**config.mk**
```make
export PLATFORM = sky130hd
export DESIGN_NAME = sru_unit
export DESIGN_NICKNAME = d
export VERILOG_FILES = /design/src/rtl/sru_pkg.sv /design/src/rtl/sru_shift_core.sv /design/src/rtl/sru_bit_core.sv /design/src/rtl/sru_nibble_core.sv /design/src/rtl/sru_unit.sv
export SDC_FILE = /design/constraint.sdc
export NUM_CORES = 1
export LEC_CHECK = 0
export ABC_AREA = 1
export BUFFER_PORTS_ARGS = -buffer_cell sky130_fd_sc_hd__buf_2
export CAP_MARGIN = 20
export CORE_UTILIZATION = 35
export DETAILED_ROUTE_END_ITERATION = 16
export GPL_ROUTABILITY_DRIVEN = 0
export PLACE_DENSITY = 0.69
export SLEW_MARGIN = 20
export SYNTH_ARGS = -nofsm -noshare
export SYNTH_HDL_FRONTEND = slang
export SYNTH_SLANG_ARGS = --single-unit
```
**constraint.sdc**
```tcl
create_clock -name clk -period 1.1 [get_ports clk]
set_input_delay 0.22 -clock clk [delete_from_list [all_inputs] [get_ports clk]]
set_output_delay 0.22 -clock clk [all_outputs]
set_load 0.005 [all_outputs]
```
**src/rtl/sru_pkg.sv**
```systemverilog
package sru_pkg;

    typedef enum logic [4:0] {
        OP_ROL_C  = 5'd0,
        OP_ROR_C  = 5'd1,
        OP_ROL_K  = 5'd2,
        OP_ROR_K  = 5'd3,
        OP_SHL_0  = 5'd4,
        OP_SAR    = 5'd5,
        OP_SHL_1  = 5'd6,
        OP_SHR_0  = 5'd7,
        OP_AROL_C = 5'd8,
        OP_AROR_C = 5'd9,
        OP_AROL_K = 5'd10,
        OP_AROR_K = 5'd11,
        OP_BTEST  = 5'd12,
        OP_BSET   = 5'd13,
        OP_BCLR   = 5'd14,
        OP_NROL   = 5'd15,
        OP_NROR   = 5'd16
    } sru_op_e;

    localparam int FLAG_W = 8;
    localparam int FB_C   = 0;
    localparam int FB_N   = 1;
    localparam int FB_P   = 2;
    localparam int FB_H   = 4;
    localparam int FB_Z   = 6;
    localparam int FB_S   = 7;

endpackage

```
**src/rtl/sru_shift_core.sv**
```systemverilog
module sru_shift_core
    import sru_pkg::*;
#(
    parameter int DATA_W = 8
) (
    input  sru_op_e            op_i,
    input  logic [DATA_W-1:0]  value_i,
    input  logic               carry_i,
    output logic [DATA_W-1:0]  result_o,
    output logic               carry_o
);
    logic go_left;
    logic fill_bit;

    always_comb begin
        go_left  = 1'b0;
        fill_bit = 1'b0;
        unique case (op_i)
            OP_ROL_C, OP_AROL_C: begin go_left = 1'b1; fill_bit = value_i[DATA_W-1]; end
            OP_ROR_C, OP_AROR_C: begin go_left = 1'b0; fill_bit = value_i[0]; end
            OP_ROL_K, OP_AROL_K: begin go_left = 1'b1; fill_bit = carry_i; end
            OP_ROR_K, OP_AROR_K: begin go_left = 1'b0; fill_bit = carry_i; end
            OP_SHL_0:            begin go_left = 1'b1; fill_bit = 1'b0; end
            OP_SHL_1:            begin go_left = 1'b1; fill_bit = 1'b1; end
            OP_SAR:              begin go_left = 1'b0; fill_bit = value_i[DATA_W-1]; end
            OP_SHR_0:            begin go_left = 1'b0; fill_bit = 1'b0; end
            default:             begin go_left = 1'b0; fill_bit = 1'b0; end
        endcase
    end

    always_comb begin
        if (go_left) begin
            result_o = {value_i[DATA_W-2:0], fill_bit};
            carry_o  = value_i[DATA_W-1];
        end else begin
            result_o = {fill_bit, value_i[DATA_W-1:1]};
            carry_o  = value_i[0];
        end
    end

endmodule

```
**src/rtl/sru_bit_core.sv**
```systemverilog
module sru_bit_core #(
    parameter int DATA_W = 8,
    localparam int IDX_W = $clog2(DATA_W)
) (
    input  logic [DATA_W-1:0] value_i,
    input  logic [IDX_W-1:0]  idx_i,
    input  logic              force_one_i,
    output logic [DATA_W-1:0] forced_o,
    output logic              tested_o,
    output logic              top_hit_o
);
    logic [DATA_W-1:0] sel_mask;

    for (genvar g = 0; g < DATA_W; g++) begin : g_mask
        assign sel_mask[g] = (idx_i == IDX_W'(g));
    end

    assign tested_o  = |(value_i & sel_mask);
    assign top_hit_o = sel_mask[DATA_W-1] & tested_o;
    assign forced_o  = force_one_i ? (value_i | sel_mask) : (value_i & ~sel_mask);

endmodule

```
**src/rtl/sru_nibble_core.sv**
```systemverilog
module sru_nibble_core #(
    parameter int DATA_W = 8,
    localparam int HALF_W = DATA_W / 2
) (
    input  logic              to_left_i,
    input  logic [DATA_W-1:0] mem_i,
    input  logic [DATA_W-1:0] acc_i,
    output logic [DATA_W-1:0] mem_o,
    output logic [DATA_W-1:0] acc_o
);
    logic [HALF_W-1:0] a_hi, a_lo, m_hi, m_lo;

    assign a_hi = acc_i[DATA_W-1:HALF_W];
    assign a_lo = acc_i[HALF_W-1:0];
    assign m_hi = mem_i[DATA_W-1:HALF_W];
    assign m_lo = mem_i[HALF_W-1:0];

    always_comb begin
        if (to_left_i) begin
            acc_o = {a_hi, m_hi};
            mem_o = {m_lo, a_lo};
        end else begin
            acc_o = {a_hi, m_lo};
            mem_o = {a_lo, m_hi};
        end
    end

endmodule

```
**src/rtl/sru_unit.sv**
```systemverilog
module sru_unit
    import sru_pkg::*;
#(
    parameter int DATA_W = 8,
    localparam int IDX_W = $clog2(DATA_W)
) (
    input  logic              clk,
    input  logic              rst_n,
    input  logic [4:0]        op_i,
    input  logic [DATA_W-1:0] operand_i,
    input  logic [IDX_W-1:0]  bit_idx_i,
    input  logic [DATA_W-1:0] acc_i,
    input  logic [FLAG_W-1:0] flags_i,
    output logic [DATA_W-1:0] result_o,
    output logic [DATA_W-1:0] acc_o,
    output logic [FLAG_W-1:0] flags_o,
    output logic              wr_en_o
);
    typedef struct packed {
        logic [DATA_W-1:0] result;
        logic [DATA_W-1:0] acc;
        logic [FLAG_W-1:0] flags;
        logic              we;
    } sru_out_t;

    sru_op_e           op;
    logic [DATA_W-1:0] sh_res;
    logic              sh_cy;
    logic [DATA_W-1:0] bit_res;
    logic              bit_val;
    logic              bit_top;
    logic [DATA_W-1:0] nb_mem;
    logic [DATA_W-1:0] nb_acc;
    sru_out_t          out_d, out_q;

    assign op = sru_op_e'(op_i);

    sru_shift_core #(.DATA_W(DATA_W)) shift_i (
        .op_i     (op),
        .value_i  (operand_i),
        .carry_i  (flags_i[FB_C]),
        .result_o (sh_res),
        .carry_o  (sh_cy)
    );

    sru_bit_core #(.DATA_W(DATA_W)) bit_i (
        .value_i     (operand_i),
        .idx_i       (bit_idx_i),
        .force_one_i (op == OP_BSET),
        .forced_o    (bit_res),
        .tested_o    (bit_val),
        .top_hit_o   (bit_top)
    );

    sru_nibble_core #(.DATA_W(DATA_W)) nib_i (
        .to_left_i (op == OP_NROL),
        .mem_i     (operand_i),
        .acc_i     (acc_i),
        .mem_o     (nb_mem),
        .acc_o     (nb_acc)
    );

    always_comb begin
        out_d.result = operand_i;
        out_d.acc    = acc_i;
        out_d.flags  = flags_i;
        out_d.we     = 1'b0;
        case (op)
            OP_ROL_C, OP_ROR_C, OP_ROL_K, OP_ROR_K,
            OP_SHL_0, OP_SAR, OP_SHL_1, OP_SHR_0: begin
                out_d.result      = sh_res;
                out_d.flags[FB_S] = sh_res[DATA_W-1];
                out_d.flags[FB_Z] = (sh_res == '0);
                out_d.flags[FB_P] = ~^sh_res;
                out_d.flags[FB_H] = 1'b0;
                out_d.flags[FB_N] = 1'b0;
                out_d.flags[FB_C] = sh_cy;
                out_d.we          = 1'b1;
            end
            OP_AROL_C, OP_AROR_C, OP_AROL_K, OP_AROR_K: begin
                out_d.result      = sh_res;
                out_d.flags[FB_H] = 1'b0;
                out_d.flags[FB_N] = 1'b0;
                out_d.flags[FB_C] = sh_cy;
                out_d.we          = 1'b1;
            end
            OP_BTEST: begin
                out_d.flags[FB_Z] = ~bit_val;
                out_d.flags[FB_P] = ~bit_val;
                out_d.flags[FB_S] = bit_top;
                out_d.flags[FB_H] = 1'b1;
                out_d.flags[FB_N] = 1'b0;
            end
            OP_BSET, OP_BCLR: begin
                out_d.result = bit_res;
                out_d.we     = 1'b1;
            end
            OP_NROL, OP_NROR: begin
                out_d.result      = nb_mem;
                out_d.acc         = nb_acc;
                out_d.flags[FB_S] = nb_acc[DATA_W-1];
                out_d.flags[FB_Z] = (nb_acc == '0);
                out_d.flags[FB_P] = ~^nb_acc;
                out_d.flags[FB_H] = 1'b0;
                out_d.flags[FB_N] = 1'b0;
                out_d.we          = 1'b1;
            end
            default: ;
        endcase
    end

    always_ff @(posedge clk or negedge rst_n) begin
        if (!rst_n) begin
            out_q <= '0;
        end else begin
            out_q <= out_d;
        end
    end

    assign result_o = out_q.result;
    assign acc_o    = out_q.acc;
    assign flags_o  = out_q.flags;
    assign wr_en_o  = out_q.we;

endmodule

```
==> results of run 1 <==
## cells by family (layout without fill, tap and decap cells)
logic type	Yosys count	count (layout)	share of synthesized area [%]
XOR/XNOR	6	6	2.725
buffers and inverters	44	190	9.539
AND/OR/NAND/NOR	154	160	37.12
flip-flops	25	25	32.45
adder cells (fa/ha/maj)	8	8	5.192
AO/OA/AOI/OAI	43	43	12.98
## layout make-up
type,count,share of cell area (%)
tap,70,2.366
sequential,25,16.90
clock buffer,3,1.116
clock inverter,1,0.1352
multi-input combinational,217,43.58
inverter,39,4.496
timing repair buffer,146,31.17
timing repair inverter,1,0.2366
## where the power goes
part           leakage, uW  total, uW  internal [uW]  switching (uW)
Combinational      0.00160       1410            667             745
Sequential        0.000297       1040           1020            21.5
Clock            0.0000255        544            254             290
## synth_stat cells
library cell	n	share of area (%)
nand2_2	1	0.32
nand3b_1	4	1.6
ha_1	8	5.2
inv_1	37	7.2
nand2_1	74	14
inv_2	2	0.39
xnor2_1	6	2.7
o22ai_1	2	0.65
nor2_1	21	4.1
dfrtp_1	25	32
buf_6	2	1.2
and3_1	1	0.32
o21a_1	1	0.39
nor2_4	3	1.8
nand3_1	30	7.8
o21ai_1	5	1.3
o31ai_1	1	0.39
o21ai_0	21	5.5
nor3_1	5	1.3
a21oi_1	2	0.52
buf_2	3	0.78
o211ai_1	11	4.3
nand2_4	2	1.2
nor3_2	1	0.52
nand4_1	10	3.2
nor2_2	2	0.65
## per-stage QoR
step,hold slack (ns),std cells,instance area [um^2],power (uW),util (%)
2_1_floorplan,-0.07559,280,2023,1548,-
3_3_place_gp,0.2217,454,2719,1962,52.24
3_5_place_dp,0.2315,454,2719,1980,52.24
4_1_cts,0.05192,488,3405,2743,65.41
5_1_grt,0.04893,502,3701,3118,71.11
6_report,0.04752,502,3701,2994,71.11
## metal layers
layer  track usage [%]  vias to the layer above  part of all wire (%)
met3             3.832                       66                   8.2
met2             46.49                      207                    50
li1                  -                     1243                     -
met4             15.96                        0                   6.6
met5                 0                        -                     0
met1             29.13                     1322                    35
## sequential cells by signal (all words and copies together), names as in the netlist
signal and flops:
result_o 8, acc_o 8, wr_en_o 1, flags_o 8
## worst min-delay path by stage
stage                           from    endpoint  slack, ns  cells past startpoint
after floorplan                rst_n    acc_o[0]      -0.08                      0
after global placement         rst_n    acc_o[7]       0.22                      1
after detailed placement       rst_n    acc_o[7]       0.23                      1
after CTS                 flags_i[3]  flags_o[3]       0.05                      1
after global routing      flags_i[5]  flags_o[5]       0.05                      1
final                     flags_i[3]  flags_o[3]       0.05                      1
## what timing repair did
item                                    4_1_cts  5_1_grt
pin swaps                                    41       31
setup buffers                                23       17
endpoints found under the setup margin       19       19
gates resized for setup                      95       48
gates cloned                                  7        2
hold endpoints to repair                     25        0
hold buffers                                  1        0
## critical path: cells and delay by family
family,cells,cell delay (ns)
buffers and inverters,2,0.16
adder cells (fa/ha/maj),1,0.22
XOR/XNOR,2,0.37
AND/OR/NAND/NOR,9,0.93
## cells in the final DEF (no fill, tap or decap), drive strengths merged
cell type    instances
a21oi                2
and3                 1
buf                145
clkbuf               3
clkinv               1
dfrtp               25
dlygate4sd3          1
ha                   8
inv                 40
nand2               82
nand3               30
nand3b               4
nand4               10
nor2                27
nor3                 6
o211ai              11
o21a                 1
o21ai               26
o22ai                2
o31ai                1
xnor2                6
==> summary.txt, run 1 <==
GRT
  • Initial antenna violation count: 0
  • Vias in the first global route: 2591
  • First-pass GRT wire length: 11990 um
  • Largest net degree at the start of global routing: 26
  • Grt ovf: 0
  • Tot GR Track Use: 26.09%

Placement
  • Detailed-placement wirelength estimate: 4635 um
  • Port-buffer cells: 58
  • Place WS: -0.8845 ns

Yosys
  • Distinct cells, synth: 26
  • Post-synthesis net count: 322
  • Mapped Area: 0.001928 mm^2
  • Synth warnings: 0
  • Register area share after synthesis: 32.45%
  • Cell count after synthesis: 280
  • Yosys reg bits: 25
  • Synthesized area per cell: 6.886 um^2

Setup path
  • Crit path DAT: 1.91 ns
  • CP max-delay cell: xnor2_1
  • CP max stage delay: 0.23 ns
  • CP cell instances: buf_12, nor2_2, nand2_2, nor2_2, nor2_4, nand3_2, nand2_2, ha_4, xnor2_2, xnor2_1, nand2_1, nand2_1, inv_1, nand3_1
  • Crit start category: input port
  • Crit path capture: flags_o[2]
  • Crit path from: op_i[2]
  • Crit path capture type: register
  • Setup CP Type: input port to register
  • CP required: 1.31 ns
  • Crit path max fanout: 6

Floorplanning
  • Die ar.: 0.005809 mm^2
  • Die H: 76.22 um
  • Initial Utilization: 37.04%
  • Core area: 0.005205 mm^2
  • Row count: 26
  • Die Span X: 76.22 um
  • IO Pins: 59

Finish
  • Footprint of the multi-input gates: 0.001613 mm^2
  • Register area: 625.6 um^2
  • ANT cells: 0
  • Layout cells sized above 1: 56.94%
  • Area growth syn-to-layout: 91.95%
  • Number of fill cells: 349
  • Final net count: 475

Run status
  • Status: finished, violations left
  • Failing checks: negative setup slack

Routing
  • 1st-pass router iterations: 5
  • WL final: 9046 um
  • Iter 0 DRT Violations: 260
  • # DRC: 0
  • Via Count: 2838
  • DR vias/cell: 5.653
  • Post-route ant nets: 0
  • Routed len/inst: 18.02 um

STA
  • Pins Over Slew Limit: 0
  • Unrepaired setup endpoints after global routing: true
  • Final setup fails: 19
  • TNS Setup: -5.510 ns
  • Final worst slack: -0.6031 ns
  • Min cycle time layout: 1.703 ns
  • Worst-Margin Slew: 0.5337 ns
  • Final Hold Viols: 0
  • Max Clk Rate: 587.2 MHz
  • Worst relative slew slack: 64.42%
  • Period utilization: 154.8%

Power and ir drop
  • Areal power density over the cells: 808.9 mW/mm^2
  • Peak VDD IR: 418.9 uV
  • Lkg Pwr: 0.001924 uW

Clock tree
  • CTS root buf: clkbuf_8
  • CTS clk-pin slew, worst paths: 0.09 ns
  • H-tree levels: 1
  • CTS Buf Count: 3
  • Clock sinks: 25
  • Clock buffer depth: 2
  • TritonCTS clock tree: built

Run
  • Max_cap viols: 0

Hold path
  • Worst hold path class: input port to register
No activity file was read; power rests on OpenSTA's default activity.
==> run 2: changes to the inputs <==
CELL_PAD_IN_SITES_DETAIL_PLACEMENT = 1   (was default)
CELL_PAD_IN_SITES_GLOBAL_PLACEMENT = 2   (was default)
CORE_UTILIZATION = 29   (was 35)
PLACE_DENSITY = 0.95   (was 0.69)
==> run 2 against run 1 <==
  * The run still ends with negative setup slack left
  * Largest power group unchanged
  * Power fell by 1.5%
  * Die area rose by 20%
  * Critical path type unchanged
  * Combinational power fell by 4%
  * Fmax rose by 0.91%
  * Critical path depth fell by 1
  * Largest cell class unchanged
  * Highest routed layer unchanged
  * Design area fell by 3.3%
==> summary.txt, run 2 (synthesis gave the netlist of run 1 again) <==
STA
  • Final setup fails: 19 (unchanged)
  • Final worst slack: -0.5877 ns (+0.01540 ns)
  • Period utilization: 153.4% (-1.4 points)
  • Unrepaired setup endpoints after global routing: true
  • Min cycle time layout: 1.688 ns (-0.01539 ns)
  • Worst-Margin Slew: 0.5461 ns (+0.01233 ns)
  • Hold slack: 0.04681 ns (-0.0007193 ns)
  • Max Clk Rate: 592.5 MHz (+0.91%)
  • Final Hold Viols: 0 (unchanged)
  • Worst relative slew slack: 63.60% (-0.82 points)
  • Pins Over Slew Limit: 0 (unchanged)

GRT
  • First-pass GRT wire length: 13330 um (+11%)
  • Initial antenna violation count: 0 (unchanged)
  • Routing usage on met1: 28.33% (-0.80 points)
  • Grt ovf: 0 (unchanged)
  • Met2 Use GR: 44.78% (-1.7 points)
  • Largest net degree at the start of global routing: 26 (unchanged)
  • Gr busiest metal: met2
  • Vias in the first global route: 2664 (+2.8%)
  • Tot GR Track Use: 23.95% (-2.1 points)
  • GRT met3 Usage: 2.077% (-1.8 points)

Clock tree
  • Clock buffer depth: 2 (unchanged)
  • CTS root buf: clkbuf_8
  • Clock sinks: 25 (unchanged)
  • CTS clk-pin slew, worst paths: 0.10 ns (about the same)
  • TritonCTS clock tree: built
  • H-tree levels: 1 (unchanged)
  • CTS Buf Count: 3 (unchanged)

Routing
  • Iter 0 DRT Violations: 135 (-48%)
  • Routed len/inst: 21.29 um (+18%)
  • # DRC: 0 (unchanged)
  • 1st-pass router iterations: 4 (-1)
  • Post-route ant nets: 0 (unchanged)
  • Via Count: 2763 (-2.6%)
  • WL final: 10500 um (+16%)
  • DR vias/cell: 5.604 (-0.87%)

Placement
  • Place WS: -0.9282 ns (-0.04365 ns)
  • Detailed-placement wirelength estimate: 5809 um (+25%)
  • Port-buffer cells: 58 (unchanged)
  • DP Area: 0.002755 mm^2 (+1.3%)

Setup path
  • CP most frequent cell: nand2_1
  • Crit path DAT: 1.89 ns (-0.02 ns)
  • Crit path max fanout: 4 (-2)
  • Crit start category: input port
  • CP max-delay cell: ha_1
  • CP cell instances: buf_8, buf_6, nor2_4, buf_12, nand2_8, o21ai_2, ha_1, xnor2_2, xnor2_1, nand2_1, nand2_1, inv_1, nand3_1
  • CP max stage delay: 0.28 ns (+0.05 ns)
  • Setup CP Type: input port to register
  • Crit path capture type: register
  • CP required: 1.30 ns (about the same)

Finish
  • Number of fill cells: 785 (+120%)
  • Register area: 625.6 um^2 (unchanged)
  • Footprint of the multi-input gates: 0.001615 mm^2 (+0.16%)
  • Area growth syn-to-layout: 85.66%
  • ANT cells: 0 (unchanged)
  • Most frequent cells in the layout: 54 x buf_4, 53 x buf_2, 49 x nand2_1, 34 x inv_1, 25 x dfrtp_1
  • Final net count: 459 (-3.4%)
  • Layout cells sized above 1: 55.05% (-1.9 points)
  • Final instance area: 0.003580 mm^2 (-3.3%)
  • Final Core Density: 56.05% (-15 points)
  • Most common cell after layout, fill and taps aside: buf_4

Floorplanning
  • Initial Utilization: 30.19% (-6.9 points)
  • Die ar.: 0.006979 mm^2 (+20%)
  • Die H: 83.54 um (+9.6%)
  • Die Span X: 83.54 um (+9.6%)
  • IO Pins: 59 (unchanged)
  • Row count: 29 (+12%)
  • Core area: 0.006386 mm^2 (+23%)

Power and ir drop
  • Sw Ratio: 36.45% (+1.1 points)
  • Lkg Pwr: 0.001831 uW (-4.8%)
  • Seq pwr share: 35.3% (+0.6 points)
  • Combinational fraction of design power: 46.0% (-1.2 points)
  • Peak VDD IR: 668.7 uV (+60%)
  • Switching Power: 1075 uW (+1.7%)
  • Total Power: 2949 uW (-1.5%)
  • Clock Power Share: 18.7% (+0.5 points)
  • Pint: 1874 uW (-3.2%)
  • Areal power density over the cells: 823.9 mW/mm^2 (+1.8%)

Run status
  • Failing checks: negative setup slack
  • Status: finished, violations left

Hold path
  • Worst hold path class: input port to register

Run
  • Max_cap viols: 0 (unchanged)
## run 2: cell types whose count changed in the layout (fill, tap and decap cells not counted), moves of 3 or more
cell     before  now
buf_4        63   54
nand2_8       2    5
inv_1        31   34
nand2_2      19   22
buf_6        18   12
nand2_4       9    5
nand2_1      52   49
o21ai_1       4    7
## run 2: cell type report
| type | instances | area share [%] |
|---|---|---|
| Clock buffer | 3 | 1.153 |
| Clock inverter | 1 | 0.1398 |
| Inverter | 39 | 4.789 |
| Multi-Input combinational cell | 216 | 45.12 |
| Sequential cell | 25 | 17.48 |
| Tap cell | 77 | 2.691 |
| Timing Repair Buffer | 131 | 28.38 |
| Timing Repair inverter | 1 | 0.2447 |
## run 2: through the flow
step                TNS (ns)  cells
finish                -6.475    493
global route          -7.076    493
CTS                   -3.452    479
detailed placement    -10.74    463
global placement      -9.828    463
floorplan             -1.319    280
## run 2: worst max-delay path: cells and delay by family
kind / cells / cell delay (ns)
and+or+nand+nor: 5 / 0.46
adders and majority gates: 1 / 0.28
xor gates and xnor gates: 2 / 0.34
buffers and inverters: 4 / 0.42
AOI/OAI and AO/OA: 1 / 0.17
## run 2: path summary, 6_finish.rpt
kind | start | to | slack, ns | cells past startpoint
min in group asynchronous | rst_n | acc_o[3] | 0.46 | 2
max in group asynchronous | rst_n | result_o[2] | 0.27 | 2
worst max-delay path | op_i[4] | flags_o[2] | -0.59 | 13
worst min-delay path | flags_i[3] | flags_o[3] | 0.05 | 1
## run 2: repair_timing
| action | CTS | global route |
|---|---|---|
| resized for setup | 59 | 75 |
| buffers inserted | 7 | 13 |
| endpoints found under the hold margin | 25 | 0 |
| hold buffers | 1 | 0 |
| cloned | 4 | 4 |
| pin swaps | 23 | 32 |
| setup endpoints to repair | 19 | 19 |
## run 2: power by group through the flow
stage               clock, uW  combinational [uW]  sequential (uW)
floorplan                   0                 470             1080
finish                    551                1360             1040
global placement            0                 930             1060
detailed placement          0                 965             1060
global route              588                1440             1050
CTS                       551                1080             1040
## run 2: layer usage
layer | wire, um | part of all wire (%)
met5 | 0 | 0
met4 | 598 | 5.7
met3 | 618 | 5.9
met2 | 5361 | 51
met1 | 3917 | 37
==> run 3: changes to the inputs <==
BUFFER_PORTS_ARGS = -buffer_cell sky130_fd_sc_hd__buf_4   (was -buffer_cell sky130_fd_sc_hd__buf_2)
==> run 3 against run 2 <==
  * The run still ends with negative setup slack left
  * Non-clock buffer count rose by 10
  * Critical path depth stayed put
  * Worst hold slack better by 0.011 ns
  * Setup slack worse by 0.012 ns
  * Final cell count rose by 1.4%
  * Fmax fell by 0.72%
  * Via count shrank 1.4%
  * Design area increased by 1.7%
  * First-iteration DRC count grew 44%
==> summary.txt, run 3 (synthesis gave the netlist of run 1 again) <==
Run status
  • Status: finished, violations left
  • Failing checks: negative setup slack

Finish
  • ANT cells: 0 (unchanged)
  • Area growth syn-to-layout: 88.84%
  • Footprint of the multi-input gates: 0.001473 mm^2 (-8.8%)
  • Layout cells sized above 1: 53.43% (-1.6 points)
  • Register area: 625.6 um^2 (unchanged)
  • Number of fill cells: 777 (-1.0%)
  • Final Core Density: 57.01% (+0.96 points)
  • Final net count: 466 (+1.5%)
  • Most common cell after layout, fill and taps aside: buf_4
  • Most frequent cells in the layout: 113 x buf_4, 57 x nand2_1, 32 x inv_1, 25 x dfrtp_1, 18 x buf_6
  • Final instance area: 0.003641 mm^2 (+1.7%)

Setup path
  • Crit path capture type: register
  • Setup CP Type: input port to register
  • Crit path DAT: 1.90 ns (about the same)
  • Crit path from: op_i[4]
  • CP required: 1.30 ns (about the same)
  • Crit path max fanout: 5 (+1)
  • Crit start category: input port

STA
  • Worst relative slew slack: 76.28% (+13 points)
  • Final worst slack: -0.6000 ns (-0.01231 ns)
  • Worst-Margin Slew: 0.3520 ns (-0.1940 ns)
  • Period utilization: 154.5% (+1.1 points)
  • Max Clk Rate: 588.2 MHz (-0.72%)
  • Pins Over Slew Limit: 0 (unchanged)
  • TNS Setup: -5.548 ns (+0.9279 ns)
  • Unrepaired setup endpoints after global routing: true
  • Min cycle time layout: 1.700 ns (+0.01231 ns)
  • Final Hold Viols: 0 (unchanged)
  • Final setup fails: 19 (unchanged)

GRT
  • Initial antenna violation count: 0 (unchanged)
  • Vias in the first global route: 2866 (+7.6%)
  • First-pass GRT wire length: 14510 um (+8.9%)
  • Grt ovf: 0 (unchanged)
  • Largest net degree at the start of global routing: 26 (unchanged)
  • Tot GR Track Use: 26.51% (+2.6 points)

Placement
  • Port-buffer cells: 58 (unchanged)
  • DP Area: 0.002908 mm^2 (+5.5%)
  • Detailed-placement wirelength estimate: 6028 um (+3.8%)

Power and ir drop
  • Total Power: 3018 uW (+2.3%)
  • Areal power density over the cells: 828.9 mW/mm^2 (+0.61%)
  • Peak VDD IR: 690.4 uV (+3.2%)
  • Lkg Pwr: 0.001910 uW (+4.3%)

Floorplanning
  • Core area: 0.006386 mm^2 (unchanged)
  • Row count: 29 (unchanged)
  • Die H: 83.54 um (unchanged)
  • Die ar.: 0.006979 mm^2 (unchanged)
  • Die Span X: 83.54 um (unchanged)
  • Initial Utilization: 30.19% (unchanged)
  • IO Pins: 59 (unchanged)

Clock tree
  • Clock buffer depth: 2 (unchanged)
  • CTS clk-pin slew, worst paths: 0.09 ns (about the same)
  • CTS Buf Count: 3 (unchanged)
  • TritonCTS clock tree: built
  • CTS root buf: clkbuf_8
  • H-tree levels: 1 (unchanged)
  • Clock sinks: 25 (unchanged)

Routing
  • WL final: 10220 um (-2.6%)
  • DR vias/cell: 5.448 (-2.8%)
  • Iter 0 DRT Violations: 194 (+44%)
  • Via Count: 2724 (-1.4%)
  • Post-route ant nets: 0 (unchanged)
  • 1st-pass router iterations: 4 (unchanged)
  • # DRC: 0 (unchanged)
  • Routed len/inst: 20.44 um (-4.0%)

Run
  • Max_cap viols: 0 (unchanged)

Hold path
  • Worst hold path class: input port to register
  • Worst Hold Launch: flags_i[3]
==> run 3: layout make-up <==
class	instances	share of cell area [%]
multi-input combinational	214	40.45
tap	77	2.646
timing repair buffer	141	33.81
sequential	25	17.18
clock buffer	3	1.134
inverter	39	4.639
clock inverter	1	0.1375
==> run 3: power breakdown <==
part / switching [uW] / leakage (uW) / internal, uW
sequential: 30.9 / 0.000297 / 1020
combinational: 720 / 0.00159 / 717
clock: 280 / 0.0000255 / 253
==> run 3: per-layer routing <==
metal  global-route usage, %  up-vias  part of all wire [%]
li1                        -     1221                     -
met1                   29.61     1315                    37
met2                   50.30      130                    51
met3                   2.868       58                   5.3
met4                   11.71        0                   6.9
met5                       0        -                     0
==> run 3: per-stage QoR <==
| stage | std cells | setup WS, ns | hold WS (ns) |
|---|---|---|---|
| 6_report | 500 | -0.6000 | 0.05815 |
| 5_1_grt | 500 | -0.6642 | 0.04950 |
| 4_1_cts | 494 | -0.4925 | 0.05710 |
| 3_5_place_dp | 464 | -0.8832 | 0.1364 |
| 3_3_place_gp | 464 | -0.7742 | 0.1282 |
| 2_1_floorplan | 280 | -0.5824 | -0.07559 |
==> run 3: worst paths after layout <==
path	cells past startpoint	to
worst max-delay path	13	flags_o[2]
max in group asynchronous	2	result_o[2]
min in group asynchronous	2	acc_o[6]
worst min-delay path	1	flags_o[3]
==> run 3: worst max-delay path, stage by stage <==
cell     delay [ns]
buf_12         0.11
buf_6          0.12
nor2_4         0.20
nand2_4        0.12
nand2_2        0.09
o21ai_2        0.06
ha_1           0.34
xnor2_2        0.16
xnor2_1        0.20
nand2_1        0.10
nand2_1        0.07
inv_1          0.04
nand3_2        0.05
==> run 3: timing repair <==
item                                    in CTS  in global routing
hold buffers                                 1                  0
pin swaps                                   17                 18
gates cloned                                 3                  0
endpoints found under the hold margin       25                  0
setup buffers                               22                 10
gates resized for setup                     73                 48
endpoints found under the setup margin      19                 19
